### config.mk
export PLATFORM = sky130hd
export DESIGN_NAME = pfd_phase_det
export DESIGN_NICKNAME = d
export VERILOG_FILES = /design/src/rtl/pfd_pkg.sv /design/src/rtl/pfd_edge_in.sv /design/src/rtl/pfd_core.sv /design/src/rtl/pfd_out.sv /design/src/rtl/pfd_phase_det.sv
export SDC_FILE = /design/constraint.sdc
export NUM_CORES = 1
export LEC_CHECK = 0
export ABC_AREA = 1
export ABC_CLOCK_PERIOD_IN_PS = 800
export BUFFER_PORTS_ARGS = -buffer_cell sky130_fd_sc_hd__buf_4
export CORE_AREA = 10 10 47 49
export CTS_BUF_LIST = sky130_fd_sc_hd__clkbuf_8
export DETAILED_ROUTE_END_ITERATION = 6
export DIE_AREA = 0 0 57 59
export MAX_ROUTING_LAYER = met4
export SYNTH_ARGS = -nofsm -noshare
export SYNTH_HDL_FRONTEND = slang
export SYNTH_SLANG_ARGS = --single-unit
### constraint.sdc
create_clock -name clk_i -period 0.8 [get_ports clk_i]
set_clock_uncertainty 0.1 [all_clocks]
set_input_delay 0.04 -clock clk_i [delete_from_list [all_inputs] [get_ports clk_i]]
set_output_delay 0.04 -clock clk_i [all_outputs]
set_load 0.005 [all_outputs]
### src/rtl/pfd_pkg.sv
`timescale 1ns/1ps
package pfd_pkg;

    typedef enum logic {
        POL_SWAPPED = 1'b0,
        POL_DIRECT  = 1'b1
    } pol_e;

    typedef struct packed {
        logic adv;
        logic ret;
        logic clr;
    } core_st_t;

    typedef struct packed {
        logic phi_p;
        logic phi_r;
        logic lock;
        logic mon;
    } out_st_t;

    localparam core_st_t CORE_RST = '{adv: 1'b0, ret: 1'b0, clr: 1'b0};
    localparam out_st_t  OUT_RST  = '{phi_p: 1'b1, phi_r: 1'b0, lock: 1'b1, mon: 1'b0};

endpackage

### src/rtl/pfd_edge_in.sv
`timescale 1ns/1ps
module pfd_edge_in #(
    parameter int SYNC_STAGES = 2
) (
    input  logic clk_i,
    input  logic rst_ni,
    input  logic sig_i,
    output logic level_o,
    output logic rise_o
);
    localparam int LAST = SYNC_STAGES - 1;

    typedef struct packed {
        logic [SYNC_STAGES-1:0] sync;
        logic                   prev;
    } edge_st_t;

    edge_st_t st_d, st_q;

    always_comb begin
        st_d         = st_q;
        st_d.sync[0] = sig_i;
        for (int i = 1; i < SYNC_STAGES; i++) begin
            st_d.sync[i] = st_q.sync[i-1];
        end
        st_d.prev = st_q.sync[LAST];
    end

    always_ff @(posedge clk_i) begin
        if (!rst_ni) begin
            st_q <= '0;
        end else begin
            st_q <= st_d;
        end
    end

    assign level_o = st_q.sync[LAST];
    assign rise_o  = st_q.sync[LAST] & ~st_q.prev;

endmodule

### src/rtl/pfd_core.sv
`timescale 1ns/1ps
module pfd_core
    import pfd_pkg::*;
(
    input  logic clk_i,
    input  logic rst_ni,
    input  logic ref_rise_i,
    input  logic div_rise_i,
    output logic adv_o,
    output logic ret_o
);
    core_st_t st_d, st_q;

    always_comb begin
        st_d     = st_q;
        // joint clear is armed one cycle after both flags are seen set
        st_d.clr = st_q.adv & st_q.ret & ~st_q.clr;
        if (st_q.clr) begin
            st_d.adv = ref_rise_i;
            st_d.ret = div_rise_i;
        end else begin
            st_d.adv = st_q.adv | ref_rise_i;
            st_d.ret = st_q.ret | div_rise_i;
        end
    end

    always_ff @(posedge clk_i) begin
        if (!rst_ni) begin
            st_q <= CORE_RST;
        end else begin
            st_q <= st_d;
        end
    end

    assign adv_o = st_q.adv;
    assign ret_o = st_q.ret;

endmodule

### src/rtl/pfd_out.sv
`timescale 1ns/1ps
module pfd_out
    import pfd_pkg::*;
(
    input  logic clk_i,
    input  logic rst_ni,
    input  logic pol_i,
    input  logic adv_i,
    input  logic ret_i,
    input  logic ref_lvl_i,
    input  logic div_lvl_i,
    output logic phi_p_o,
    output logic phi_r_o,
    output logic lock_o,
    output logic mon_o
);
    out_st_t st_d, st_q;
    pol_e    pol;

    assign pol = pol_e'(pol_i);

    always_comb begin
        st_d      = st_q;
        st_d.lock = ~(adv_i | ret_i);
        unique case (pol)
            POL_DIRECT: begin
                st_d.phi_p = ~adv_i;
                st_d.phi_r = ret_i;
                st_d.mon   = ref_lvl_i;
            end
            POL_SWAPPED: begin
                st_d.phi_p = ~ret_i;
                st_d.phi_r = adv_i;
                st_d.mon   = div_lvl_i;
            end
            default: st_d = st_q;
        endcase
    end

    always_ff @(posedge clk_i) begin
        if (!rst_ni) begin
            st_q <= OUT_RST;
        end else begin
            st_q <= st_d;
        end
    end

    assign phi_p_o = st_q.phi_p;
    assign phi_r_o = st_q.phi_r;
    assign lock_o  = st_q.lock;
    assign mon_o   = st_q.mon;

endmodule

### src/rtl/pfd_phase_det.sv
`timescale 1ns/1ps
module pfd_phase_det #(
    parameter int SYNC_STAGES = 2
) (
    input  logic clk_i,
    input  logic rst_ni,
    input  logic ref_i,
    input  logic div_i,
    input  logic pol_i,
    output logic phi_p_o,
    output logic phi_r_o,
    output logic lock_o,
    output logic mon_o
);
    localparam int NUM_IN = 2;

    logic [NUM_IN-1:0] raw_w;
    logic [NUM_IN-1:0] lvl_w;
    logic [NUM_IN-1:0] rise_w;
    logic              adv_w;
    logic              ret_w;

    assign raw_w = {div_i, ref_i};

    for (genvar g = 0; g < NUM_IN; g++) begin : g_in
        pfd_edge_in #(.SYNC_STAGES(SYNC_STAGES)) i_edge (
            .clk_i  (clk_i),
            .rst_ni (rst_ni),
            .sig_i  (raw_w[g]),
            .level_o(lvl_w[g]),
            .rise_o (rise_w[g])
        );
    end

    pfd_core i_core (
        .clk_i     (clk_i),
        .rst_ni    (rst_ni),
        .ref_rise_i(rise_w[0]),
        .div_rise_i(rise_w[1]),
        .adv_o     (adv_w),
        .ret_o     (ret_w)
    );

    pfd_out i_out (
        .clk_i    (clk_i),
        .rst_ni   (rst_ni),
        .pol_i    (pol_i),
        .adv_i    (adv_w),
        .ret_i    (ret_w),
        .ref_lvl_i(lvl_w[0]),
        .div_lvl_i(lvl_w[1]),
        .phi_p_o  (phi_p_o),
        .phi_r_o  (phi_r_o),
        .lock_o   (lock_o),
        .mon_o    (mon_o)
    );

endmodule

==> impl_metrics.tcl <==
set metrics [dict create \
    outcome "finished, violations left" \
    failed_checks "negative hold slack" \
    nets 69 \
    internal_power_mw 1.08 \
    io_buffer_count 8 \
    worst_pin_slew_ns 0.167 \
    core-area_um2 1400 \
    first_iter_violations 0 \
    grt_use_met3_pct 4.51 \
    hold_start "pol_i" \
    design.portCount 9 \
    p_sw_share_pct 21.2 \
    post_synth.cell_area_avg_um2 8.86 \
    p_switching_mw 0.291 \
    clock.fmax_mhz 1250 \
    start_util_pct 31.6 \
    grt_util_met2_pct 9.30 \
    synth_commonest_cells "nand2_1 (14), dfxtp_1 (13), inv_1 (12)" \
    synth_cells 50 \
    worst-path-max-fanout 1 \
    cp_top_family "flip-flops" \
    final_hold_viol_count 4 \
    grt_pass1_wl_mm 1.32 \
    cp.arrival_ns 0.66 \
    post-synth-top-area-fraction_pct 58.8 \
    yosysWarnings 0 \
    yosysTopAreaCell "dfxtp_1" \
    areaGrowthSynthToFinish_pct 36.4 \
    htreeDepth 1 \
    cts_hold_buf 3 \
    crit_required_ns 0.66 \
    hpwl_um 530 \
    power_frac_seq_pct 51.0 \
    grt_pass1_vias 322 \
    ctsRootBufferMaster "clkbuf_8" \
    start_kind "register" \
    met1_usage_pct 3.73 \
    grt_overflow 0 \
    async_flop_share_pct 0 \
    critPathKind "register to output port" \
    synth_cell_types 11 \
    finalMaxSlewViolations 0 \
    cts_tree "done" \
    power_density_nw_per_um2 2270 \
    insertion_delay_ns 0.24 \
    finalCriticalPeriod_ns 0.800 \
    antenna_found_initial 0 \
    row_count 14 \
    viasPerCell 3.99 \
    pwr-share-clk_pct 41.1 \
    wirelength_um 809 \
    firstDrtPassIters 1 \
    hp-class "input pin to register" \
    die_w_um 57 \
    slowest_stage "dfxtp_2" \
    r2r_start "i_core.ret_o$_SDFF_PN0_" \
    fin_crit_sh_pct 100 \
    dieHeight_um 59 \
    final.setup.worst_slack_ns 0.000126 \
    slowest_delay_ns 0.32 \
    synthFlopType "dfxtp_1" \
    synth_edf_count 0 \
    crit_chain "buf_6" \
    clock-sinks 13 \
    synth-seq-area-share_pct 58.8 \
    clockBufferDepth 2 \
    drc 0 \
    wl_per_cell_um 10.2 \
    gp_congestion 0.728 \
    fill_cells 143 \
    post_route_cells_drive_above_1_share_pct 42.9 \
    synth_area_um2 443 \
    worst-path-buf-inv 1 \
    cts-buffers-inserted 3 \
    num_antenna_cells 0 \
    grt_use_total_pct 5.54 \
    fin_hold_ws_ns -0.0294 \
    grt_start_max_net_pins 14 \
    dieArea_um2 3360 \
    p_leak_nw 0.310 \
    relSlewSlack_pct 88.8 \
    rsz0062_at_grt "yes" \
    clk_pin_slew_ns 0.05 \
    yosys-top-cells-area "dfxtp_1 (59%), nand2_1 (12%), inv_1 (10%)" \
    peakVddDrop_uv 1380 \
    setup_violations 0 \
    max_cap_violations 0 \
    worst_setup_path_end_kind "output port" \
    syn_nets 55 \
    top_usage_layer "met2" \
    final_antenna_net_count 0 \
    pwr-share-comb_pct 8.0 \
    pre_cts_ws_ns 0.0164 \
    startpoint "i_out.lock_o$_SDFF_PN1_" \
    vias 315 \
    synth.most_common_cell "nand2_1" \
    ys_ff_latch 13 \
]
[registers in the layout, indices dropped and copies added, names as in the netlist]
signal	count
i_core.ret_o	1
i_out.lock_o	1
g_in.i_edge.st_d	2
i_core.adv_o	1
g_in.i_edge.level_o	2
i_out.mon_o	1
g_in.i_edge.st_q	2
i_core.st_q	1
i_out.phi_r_o	1
i_out.phi_p_o	1
[final cells by class]
class | count | area [µm²] | area share, %
clock inverter | 1 | 3.75 | 0.621
inverter | 12 | 45.0 | 7.45
multi-input combinational | 24 | 135 | 22.4
tap | 16 | 20.0 | 3.31
clock buffer | 3 | 41.3 | 6.83
timing repair buffer | 10 | 91.3 | 15.1
sequential | 13 | 268 | 44.3
[metal layers]
metal,part of all wire (%),wire (µm)
met1,33,265
met2,55,446
met3,9.8,79
met4,2.1,17
met5,0,0
[metrics by stage]
stage                     setup TNS (ns)  total power, mW  instances  area, µm²  util, %
after floorplan                        0            0.755         50        443        -
after detailed placement               0            0.798         73        512     36.5
after CTS                       -0.00373             1.37         80        587     41.9
final                                  0             1.37         79        604     43.1
after global placement                 0            0.794         73        512     36.5
after global routing             -0.0886             1.45         79        604     43.1
[what timing repair did]
item / in CTS / in global routing
hold endpoints to repair: 6 / 2
resized for setup: 0 / 13
buffers inserted: 0 / 0
endpoints found under the setup margin: 2 / 8
pin swaps: 0 / 0
[cell usage in the layout, fill, tap and decap left out]
| master | Yosys | final |
|---|---|---|
| nand3_2 | 2 | 2 |
| dfxtp_2 | 0 | 6 |
| nor2_2 | 1 | 1 |
| clkbuf_8 | 0 | 3 |
| nor3_2 | 1 | 1 |
| buf_4 | 0 | 5 |
| inv_1 | 12 | 13 |
| nand2_2 | 1 | 3 |
| dfxtp_1 | 13 | 7 |
| nand2_1 | 14 | 12 |
| nor2_1 | 1 | 1 |
| o21ai_0 | 2 | 1 |
| buf_6 | 1 | 3 |
| o21ai_2 | 2 | 3 |
| dlygate4sd3_1 | 0 | 2 |
[worst register-to-register path: stages, from the launching register on]
cell and delay, ns:
dfxtp_2 0.33, nand2_1 0.09, nand2_2 0.08, o21ai_2 0.05
[final timing paths]
kind | to | slack [ns] | depth (start not counted)
max reg2reg | i_out.phi_p_o$_SDFF_PN1_ | 0.04 | 3
min reg2reg | g_in[1].i_edge.level_o$_SDFF_PN0_ | 0.31 | 2
min | i_out.mon_o$_SDFF_PN0_ | -0.03 | 3
max | lock_o | 0.0001 | 1
[power groups by stage]
stage                     clock network (mW)  logic, mW  registers (mW)
final                                  0.563      0.109           0.699
after global routing                   0.622      0.123           0.702
after CTS                              0.569      0.104           0.692
after detailed placement                   0     0.0921           0.706
after global placement                     0     0.0902           0.704
after floorplan                            0     0.0499           0.705
[cells by family after synthesis]
group | share of synthesized area (%)
simple gates | 22.3
compound gates | 6.22
buf+inv | 12.7
flops | 58.8
No activity file was read; power rests on OpenSTA's default activity.
